**config.mk**
```make
export PLATFORM = sky130hd
export DESIGN_NAME = tri_pwm_gate_seq
export DESIGN_NICKNAME = d
export VERILOG_FILES = /design/src/rtl/tri_pwm_gate_seq.sv
export SDC_FILE = /design/constraint.sdc
export NUM_CORES = 1
export LEC_CHECK = 0
export ABC_AREA = 0
export BUFFER_PORTS_ARGS = -buffer_cell sky130_fd_sc_hd__buf_4
export CAP_MARGIN = 15
export CORE_ASPECT_RATIO = 1.5
export CORE_UTILIZATION = 45
export CTS_CLUSTER_SIZE = 8
export DETAILED_ROUTE_END_ITERATION = 12
export HOLD_SLACK_MARGIN = 0.05
export SLEW_MARGIN = 20
export SYNTH_ARGS = -nofsm -noshare
export SYNTH_HDL_FRONTEND = slang
export SYNTH_SLANG_ARGS = --single-unit
```
**constraint.sdc**
```tcl
create_clock -name clk -period 3.99 [get_ports clk]
set_input_delay 0.798 -clock clk [delete_from_list [all_inputs] [get_ports clk]]
set_output_delay 0.798 -clock clk [all_outputs]
set_load 0.02 [all_outputs]
```
**src/rtl/tri_pwm_gate_seq.sv**
```systemverilog
module tri_pwm_gate_seq #(
  parameter int FILT_CYC   = 1,
  parameter int DEAD_CYC   = 2,
  parameter int MIN_ON_CYC = 5,
  parameter int HOLD_CYC   = 5,
  parameter int BLANK_CYC  = 8
) (
  input  logic       clk,
  input  logic       rst_n,
  input  logic       en,
  input  logic [1:0] pwm_lvl,
  input  logic [1:0] zc_mode,
  input  logic       zc_det,
  output logic       gh,
  output logic       gl
);

  localparam logic [1:0] LV_LO  = 2'b00;
  localparam logic [1:0] LV_MID = 2'b01;
  localparam logic [1:0] LV_HI  = 2'b10;
  localparam int TMAX = (DEAD_CYC > BLANK_CYC) ? DEAD_CYC : BLANK_CYC;
  localparam int TW   = $clog2(TMAX + 1);
  localparam int FW   = $clog2(FILT_CYC + 1);
  localparam int AW   = $clog2(MIN_ON_CYC + 1);
  localparam int HW   = $clog2(HOLD_CYC + 1);
  localparam logic [TW-1:0] DEAD_LAST  = TW'(DEAD_CYC - 1);
  localparam logic [TW-1:0] BLANK_LAST = TW'(BLANK_CYC - 1);

  typedef enum logic [2:0] {
    S_OFF, S_DHS, S_HS, S_DLS, S_LSC, S_BLK, S_ZW, S_DONE
  } state_t;

  logic [1:0]    lvl_in, mode;
  logic [1:0]    cand, cmd;
  logic [FW-1:0] run;
  logic          cmd_new;
  state_t        st;
  logic [TW-1:0] tcnt;
  logic [AW-1:0] age;
  logic [HW-1:0] ho, ho_nx;
  logic          ls_blk;

  assign lvl_in = (pwm_lvl == 2'b11) ? LV_MID : pwm_lvl;
  assign mode   = (zc_mode == 2'b11) ? LV_MID : zc_mode;

  always_ff @(posedge clk or negedge rst_n) begin
    if (!rst_n) begin
      cand    <= LV_LO;
      run     <= '0;
      cmd     <= LV_LO;
      cmd_new <= 1'b0;
    end else begin
      cmd_new <= 1'b0;
      if (run >= FW'(FILT_CYC)) begin
        cmd     <= cand;
        cmd_new <= (cand != cmd);
      end
      if (lvl_in != cand) begin
        cand <= lvl_in;
        run  <= FW'(1);
      end else if (run < FW'(FILT_CYC)) begin
        run <= run + 1'b1;
      end
    end
  end

  logic cmd_hi, cmd_lo, cmd_mid, zm_lo, zm_mid, zm_hi, age_ok, ho_done;
  assign cmd_hi  = (cmd == LV_HI);
  assign cmd_lo  = (cmd == LV_LO);
  assign cmd_mid = (cmd == LV_MID);
  assign zm_lo   = (mode == LV_LO);
  assign zm_mid  = (mode == LV_MID);
  assign zm_hi   = (mode == LV_HI);
  assign age_ok  = (age >= AW'(MIN_ON_CYC));
  assign ho_nx   = (ho < HW'(HOLD_CYC)) ? ho + 1'b1 : ho;
  assign ho_done = cmd_mid && (ho_nx >= HW'(HOLD_CYC));

  always_ff @(posedge clk or negedge rst_n) begin
    if (!rst_n) begin
      st     <= S_OFF;
      tcnt   <= '0;
      age    <= '0;
      ho     <= '0;
      ls_blk <= 1'b0;
    end else if (!en) begin
      st   <= S_OFF;
      tcnt <= '0;
      age  <= '0;
      ho   <= '0;
    end else begin
      case (st)
        S_OFF: begin
          tcnt <= '0;
          if (cmd_hi) st <= S_DHS;
          else if (cmd_lo) begin
            st     <= S_DLS;
            ls_blk <= !zm_lo;
          end else if (zm_hi) begin
            st     <= S_DLS;
            ls_blk <= 1'b1;
          end
        end
        S_DHS: begin
          if (tcnt == DEAD_LAST) begin
            st  <= S_HS;
            age <= AW'(1);
            ho  <= '0;
          end else tcnt <= tcnt + 1'b1;
        end
        S_HS: begin
          tcnt <= '0;
          if (!age_ok) age <= age + 1'b1;
          ho <= cmd_mid ? ho_nx : '0;
          if (cmd_mid && zm_lo) st <= S_OFF;
          else if (cmd_lo && age_ok) begin
            st     <= S_DLS;
            ls_blk <= zm_mid;
          end else if (ho_done && age_ok) begin
            if (zm_hi) begin
              st     <= S_DLS;
              ls_blk <= 1'b1;
            end else st <= S_OFF;
          end
        end
        S_DLS: begin
          if (tcnt == DEAD_LAST) begin
            st   <= ls_blk ? S_BLK : S_LSC;
            tcnt <= '0;
          end else tcnt <= tcnt + 1'b1;
        end
        S_LSC: begin
          tcnt <= '0;
          if (cmd_hi) st <= S_DHS;
          else if (cmd_mid) st <= zm_hi ? S_BLK : S_OFF;
        end
        S_BLK: begin
          if (cmd_hi) begin
            st   <= S_DHS;
            tcnt <= '0;
          end else if (cmd_mid && !zm_hi) st <= S_OFF;
          else if (tcnt == BLANK_LAST) begin
            st   <= (cmd_lo && !zm_mid) ? S_LSC : S_ZW;
            tcnt <= '0;
          end else tcnt <= tcnt + 1'b1;
        end
        S_ZW: begin
          tcnt <= '0;
          if (cmd_hi) st <= S_DHS;
          else if (cmd_mid && !zm_hi) st <= S_OFF;
          else if (cmd_lo && !zm_mid) st <= S_LSC;
          else if (zc_det) st <= S_DONE;
        end
        S_DONE: begin
          tcnt <= '0;
          if (cmd_new) st <= S_OFF;
        end
        default: st <= S_OFF;
      endcase
    end
  end

  assign gh = (st == S_HS);
  assign gl = (st == S_LSC) || (st == S_BLK) || (st == S_ZW);

endmodule

```
# Word-level counts from Yosys, hierarchy flattened
# Index checks and enable logic that the tools add are counted.
[word_totals] register_bits=20 input_bits=8 out_inout_bits=2
[classes] add_sub_neg=4 n_lt_le_gt_ge=5 eq_ne=32 n_mux=52 n_reduce_logical=22
[ops] operator="3-bit two-way mux" n=27
[ops] operator="4-bit two-way mux" n=6
[ops] operator="3-bit one-hot mux with 8 select lines" n=1
[ops] operator="4-bit one-hot mux with 4 select lines" n=1
[ops] operator="3-bit != test, second input constant" n=5
[ops] operator="3-bit == test, second input constant" n=4
[ops] operator="3-bit one-hot mux with 2 select lines" n=2
[ops] operator="1-bit two-way mux" n=10
[ops] operator="5-bit != test, second input constant" n=2
[ops] operator="2-bit == test, second input constant" n=4
[ops] operator="2-bit two-way mux" n=4
[ops] operator="4-bit != test, second input constant" n=2
[ops] operator="8-bit AND reduction" n=1
[ops] operator="3-bit by 1-bit adder with 3-bit output, second input constant" n=2
[ops] operator="3-bit by 2-bit == test with 1-bit output, second input constant" n=2
[ops] operator="3-bit greater-or-equal comparator, second input constant" n=2
[ops] operator="1-bit logical AND" n=6
[ops] operator="3-bit by 1-bit != test with 1-bit output, second input constant" n=2
[ops] operator="6-bit != test, second input constant" n=1
[ops] operator="5-bit by 2-bit != test with 1-bit output, second input constant" n=1
[ops] operator="5-bit AND reduction" n=1
[ops] operator="5-bit OR reduction" n=1
[ops] operator="4-bit by 1-bit adder with 4-bit output, second input constant" n=1
[ops] operator="2-bit by 1-bit == test with 1-bit output, second input constant" n=2
[ops] operator="other kinds (17)" n=25

# Logic depth before layout (Yosys ltp)
[depth] word_depth=11 mapped_depth=8 ltp_nobuf=8

# Worst setup path after synthesis
# No wires, ideal clock.
[synth_timing] kind="input to register" startpoint="input zc_mode[1]" endpoint="register st[0]" setup_ns=0.120 t_arrival_ns=1.972 t_required_ns=3.870 setup_slack_ns=1.899 stages=5 cell_sequence="nor2b_2 > o21ai_0 > a2111o_1 > and4b_2 > a31o_1"
[synth_between] elab_chain_cells=10
[synth_lines] element="from (decl)" line="12" text="input logic [1:0] zc_mode,"
[synth_lines] element="2-bit == test" line="44" text="assign mode = (zc_mode == 2'b11) ? LV_MID : zc_mode;"
[synth_lines] element="2-bit two-way mux (*)" line="44"
[synth_lines] element="2-bit by 1-bit == test with 1-bit output" line="72" text="assign zm_mid = (mode == LV_MID);"
[synth_lines] element="1-bit zero test" line="150" text="else if (cmd_lo && !zm_mid) st <= S_LSC;"
[synth_lines] element="1-bit logical AND" line="150"
[synth_lines] element="3-bit two-way mux" line="150"
[synth_lines] element="3-bit two-way mux" line="149" text="else if (cmd_mid && !zm_hi) st <= S_OFF;"
[synth_lines] element="3-bit two-way mux" line="148" text="if (cmd_hi) st <= S_DHS;"
[synth_lines] element="3-bit one-hot mux with 8 select lines" line="91" text="case (st)"
[synth_lines] element="3-bit two-way mux" line="85" text="end else if (!en) begin"
[synth_lines] element="to (signal assigned)" line="127" text="st <= ls_blk ? S_BLK : S_LSC;"
[synth_lines] element="to (signal assigned)" line="134" text="else if (cmd_mid) st <= zm_hi ? S_BLK : S_OFF;"
[synth_lines] element="to (signal assigned)" line="142" text="st <= (cmd_lo && !zm_mid) ? S_LSC : S_ZW;"
[synth_lines] element="to (decl)" line="37" text="state_t st;"
# Every way passes the cells marked *; elsewhere a longest branch is shown, timed or not. The select of a mux whose other input is x is not followed.
# A chain may end at the register's enable or synchronous reset.

# Worst setup path in the final report
[layout_timing] startpoint="register st[2]" endpoint="output gh"
[layout_between] elab_chain_cells=1
[layout_lines] element="3-bit by 2-bit == test with 1-bit output" line="162" text="assign gh = (st == S_HS);"
[layout_lines] element="to (decl)" line="14" text="output logic gh,"
# Every way passes these cells.

==> metrics.txt <==
# TYPE chip_impl_metric gauge
chip_impl_info{name="result_of_the_run",value="finished, final reports clean"} 1
chip_impl_metric{name="synth_warnings",unit=""} 0
chip_impl_info{name="unrepaired_setup_endpoints_after_global_routing",value="no"} 1
chip_impl_info{name="crit_type",value="reg2out"} 1
chip_impl_metric{name="critical_path_buf_inv_count",unit=""} 2
chip_impl_metric{name="worstSetupPathDepth",unit=""} 4
chip_impl_metric{name="die_width",unit="um"} 47.9
chip_impl_metric{name="layout_worst_path_cycle_share",unit="%"} 60.3
chip_impl_metric{name="routed_wl_per_cell",unit="um"} 15.1
chip_impl_metric{name="via_count",unit=""} 1259
chip_impl_metric{name="synth_top_cell_area_share",unit="%"} 35.2
chip_impl_metric{name="cts-root-to-sink-buffers",unit=""} 2
chip_impl_info{name="path_delay_family",value="flip-flops"} 1
chip_impl_metric{name="max_slew.worst_pin.slew",unit="ns"} 0.552
chip_impl_metric{name="post_cts_hold_buffer_count",unit=""} 0
chip_impl_info{name="top_ff_cell_synth",value="sky130_fd_sc_hd__dfrtp_1"} 1
chip_impl_metric{name="grt_antenna_before_repair",unit=""} 0
chip_impl_info{name="critPathCaptureType",value="output port"} 1
chip_impl_metric{name="critPathMaxStageDelay",unit="ns"} 0.57
chip_impl_metric{name="setup_violations",unit=""} 0
chip_impl_metric{name="achievable_clock_frequency",unit="MHz"} 416
chip_impl_info{name="cts_tree",value="yes"} 1
chip_impl_metric{name="antenna-diode-count",unit=""} 0
chip_impl_metric{name="maxSlewViolCount",unit=""} 0
chip_impl_metric{name="clockPowerShare",unit="%"} 23.1
chip_impl_info{name="worst_r2r_startpoint",value="ho[0]"} 1
chip_impl_metric{name="drc",unit=""} 0
chip_impl_metric{name="die-height",unit="um"} 70.8
chip_impl_metric{name="fin_setup_tns",unit="ns"} 0
chip_impl_metric{name="worst_hold_slack",unit="ns"} 0.401
chip_impl_info{name="post-synth-top-area-cell",value="sky130_fd_sc_hd__dfrtp_1"} 1
chip_impl_info{name="clk_root_buffer_cell",value="sky130_fd_sc_hd__clkbuf_8"} 1
chip_impl_metric{name="power.switching",unit="uW"} 353
chip_impl_metric{name="inserted_clock_buffers",unit=""} 3
chip_impl_metric{name="avgSynthCellArea",unit="um^2"} 8.56
chip_impl_metric{name="syn-cell-area",unit="mm^2"} 0.00142
chip_impl_metric{name="power.internal",unit="uW"} 532
chip_impl_metric{name="power_per_cell_area",unit="mW/mm^2"} 563
chip_impl_metric{name="postSynthRegisterBits",unit=""} 20
chip_impl_metric{name="final_net_count",unit=""} 185
chip_impl_metric{name="timing.critical_path.arrival",unit="ns"} 1.61
chip_impl_metric{name="final_period_minus_worst_setup_slack",unit="ns"} 2.41
chip_impl_metric{name="cts.repair_timing.setup_buffer_count",unit=""} 0
chip_impl_metric{name="via_to_cell_ratio",unit=""} 6.00
chip_impl_metric{name="worstRegToRegCells",unit=""} 6
chip_impl_metric{name="clock_pin_slew_reported_for_the_worst_setup_and_hold_paths_after_clock_tree_synthesis",unit="ns"} 0.08
chip_impl_metric{name="fp.dieArea",unit="mm^2"} 0.00339
chip_impl_metric{name="ys_seq_area_share",unit="%"} 35.2
chip_impl_info{name="critical_path.startpoint_type",value="register"} 1
chip_impl_metric{name="worst_skew_pair.late_latency",unit="ns"} 0.26
chip_impl_metric{name="place.gp.congestion",unit=""} 0.849
chip_impl_metric{name="final_layout_size_suffix_gt1_share",unit="%"} 15.2
chip_impl_metric{name="clock_sinks",unit=""} 20
chip_impl_metric{name="max-cap-violations",unit=""} 0
chip_impl_metric{name="initial_drt_markers",unit=""} 51
chip_impl_info{name="timing.rr.end",value="st[0]"} 1
chip_impl_metric{name="grt_max_degree",unit=""} 21
chip_impl_metric{name="final_core_utilization",unit="%"} 53.4
chip_impl_info{name="worstHoldPathType",value="in2async"} 1
chip_impl_metric{name="netSwitchingFraction",unit="%"} 39.9
chip_impl_metric{name="grt_pass1_vias",unit=""} 1152
chip_impl_metric{name="synthCells",unit=""} 166
chip_impl_metric{name="cts.repair.resized",unit=""} 0
chip_impl_metric{name="max-vdd-ir-drop",unit="mV"} 0.344
chip_impl_metric{name="worst-path-max-fanout",unit=""} 19
chip_impl_metric{name="drt-total-wl",unit="um"} 3170
chip_impl_metric{name="area.growth.synth_to_final",unit="%"} 10.7
chip_impl_metric{name="port_buffers",unit=""} 9
chip_impl_metric{name="mappedNetlistNets",unit=""} 179
chip_impl_metric{name="power_frac_seq",unit="%"} 36.0
chip_impl_info{name="cell_breakdown_of_the_critical_path",value="nor2_1, nand2_1, inv_2, buf_4"} 1
chip_impl_metric{name="grt_remaining_overflow",unit=""} 0
chip_impl_metric{name="r2r_slack",unit="ns"} 1.84
chip_impl_metric{name="grt_pass1_wl",unit="um"} 5180
chip_impl_info{name="critical_path.endpoint",value="gh"} 1
chip_impl_metric{name="worst_slew_margin_rel",unit="%"} 63.0
chip_impl_metric{name="std_cell_rows",unit=""} 24
chip_impl_metric{name="place.detailed.hpwl",unit="um"} 2420
chip_impl_info{name="ys_top_cells_by_area",value="sky130_fd_sc_hd__dfrtp_1 35%, sky130_fd_sc_hd__nand2_1 4.8%, sky130_fd_sc_hd__a21oi_1 4.6%"} 1
chip_impl_metric{name="io_pins",unit=""} 10
chip_impl_info{name="crit_slowest_cell",value="sky130_fd_sc_hd__dfrtp_1"} 1
chip_impl_metric{name="cts-htree-levels",unit=""} 1
chip_impl_metric{name="synth_cell_type_count",unit=""} 51
chip_impl_metric{name="core_area",unit="mm^2"} 0.00294
chip_impl_metric{name="ant_nets",unit=""} 0
chip_impl_metric{name="initial_core_util",unit="%"} 48.3
chip_impl_metric{name="synth_enable_flop_cells",unit=""} 0
chip_impl_metric{name="synth-async-reset-ratio",unit="%"} 100
chip_impl_metric{name="timing.final.hold_violations",unit=""} 0
chip_impl_metric{name="comb_power_share",unit="%"} 40.9
chip_impl_info{name="timing.critical_path.from",value="st[2]"} 1
chip_impl_metric{name="fin_worst_skew",unit="ns"} 0.00409
chip_impl_metric{name="drt_pre_antenna_iters",unit=""} 5
chip_impl_metric{name="cellLeakagePower",unit="nW"} 0.673
chip_impl_metric{name="critical_path_required_time",unit="ns"} 3.19
chip_impl_metric{name="grt.total_usage",unit="%"} 21.1
synth_stat cells, types with 4 or more instances:
library cell / count
sky130_fd_sc_hd__nor2_1: 11
sky130_fd_sc_hd__mux2_2: 4
sky130_fd_sc_hd__buf_2: 5
sky130_fd_sc_hd__nand2_1: 18
sky130_fd_sc_hd__o21ai_1: 5
sky130_fd_sc_hd__o21ai_0: 5
sky130_fd_sc_hd__inv_1: 5
sky130_fd_sc_hd__nor3_1: 6
sky130_fd_sc_hd__dfrtp_1: 20
sky130_fd_sc_hd__o31ai_1: 4
sky130_fd_sc_hd__ha_1: 5
sky130_fd_sc_hd__a21oi_1: 13
sky130_fd_sc_hd__nand2b_1: 5
sky130_fd_sc_hd__nand3_1: 8
layer usage:
layer  vias to the layer above  wire length, um  GRT usage (%)
li1                        613                -              -
met1                       607             1270           24.9
met2                        30             1720           36.6
met3                         9               83           2.55
met4                         0               85           8.02
met5                         -                0              0
stage by stage:
step	area, um^2	setup slack (ns)	instances	power, mW
floorplan	1420	1.90	166	0.587
global placement	1500	1.64	206	0.673
detailed placement	1500	1.65	206	0.682
CTS	1570	1.59	210	0.892
global route	1570	1.45	210	0.949
finish	1570	1.58	210	0.885
power by group through the flow:
| stage | clock network (mW) | registers (mW) | logic, mW |
|---|---|---|---|
| 2_1_floorplan | 0 | 0.270 | 0.317 |
| 3_3_place_gp | 0 | 0.320 | 0.353 |
| 3_5_place_dp | 0 | 0.322 | 0.359 |
| 4_1_cts | 0.211 | 0.318 | 0.363 |
| 5_1_grt | 0.218 | 0.327 | 0.404 |
| 6_report | 0.204 | 0.319 | 0.362 |
cells in the final DEF (no fill, tap or decap), types with 2 or more instances in the layout:
| cell | instances |
|---|---|
| sky130_fd_sc_hd__nor2_1 | 11 |
| sky130_fd_sc_hd__or2_1 | 2 |
| sky130_fd_sc_hd__a22o_1 | 2 |
| sky130_fd_sc_hd__o22ai_1 | 2 |
| sky130_fd_sc_hd__mux2_2 | 4 |
| sky130_fd_sc_hd__o21ai_0 | 5 |
| sky130_fd_sc_hd__nand2_1 | 18 |
| sky130_fd_sc_hd__nor2b_1 | 2 |
| sky130_fd_sc_hd__inv_1 | 5 |
| sky130_fd_sc_hd__nor3_1 | 6 |
| sky130_fd_sc_hd__or3_1 | 2 |
| sky130_fd_sc_hd__xnor2_1 | 2 |
| sky130_fd_sc_hd__ha_1 | 5 |
| sky130_fd_sc_hd__o21ai_1 | 5 |
| sky130_fd_sc_hd__nand2b_1 | 5 |
| sky130_fd_sc_hd__o31ai_1 | 4 |
| sky130_fd_sc_hd__and2b_1 | 2 |
| sky130_fd_sc_hd__o2bb2ai_1 | 2 |
| sky130_fd_sc_hd__and2_1 | 3 |
| sky130_fd_sc_hd__a21oi_1 | 13 |
| sky130_fd_sc_hd__clkbuf_8 | 3 |
| sky130_fd_sc_hd__inv_2 | 2 |
| sky130_fd_sc_hd__dfrtp_1 | 20 |
| sky130_fd_sc_hd__or3b_1 | 2 |
| sky130_fd_sc_hd__and3_1 | 3 |
| sky130_fd_sc_hd__buf_4 | 9 |
| sky130_fd_sc_hd__nand3_1 | 8 |
worst min-delay path by stage:
stage / start / to / slack (ns) / cells after the start
2_1_floorplan: rst_n / age[0] / 0.50 / 0
3_3_place_gp: cand[0] / cmd[0] / 0.51 / 1
3_5_place_dp: cand[1] / cmd[1] / 0.53 / 1
4_1_cts: rst_n / age[2] / 0.41 / 1
5_1_grt: rst_n / age[2] / 0.42 / 1
6_report: rst_n / age[2] / 0.40 / 1
registers in the layout, summed over array words and instances, names as in the netlist:
register	count
tcnt	4
age	3
ho	3
st	3
cand	2
cmd	2
cmd_new	1
ls_blk	1
run	1
cell families after synthesis:
family	count (synthesis)	synth area share, %
fa+ha+maj	5	4.40
simple gates	70	26.8
mux	5	3.96
compound gates	48	23.7
flops	20	35.2
xor+xnor	2	1.23
other cells	1	0.264
buf+inv	15	4.40
area by class of cell:
cell class,count,area (um^2)
Clock buffer,3,41.3
Clock inverter,1,30.0
Fill cell,305,1370
Inverter,7,26.3
Multi-Input combinational cell,131,858
Sequential cell,20,500
Tap cell,39,48.8
Timing Repair Buffer,9,67.6
Power figures use the tool's default switching activity.
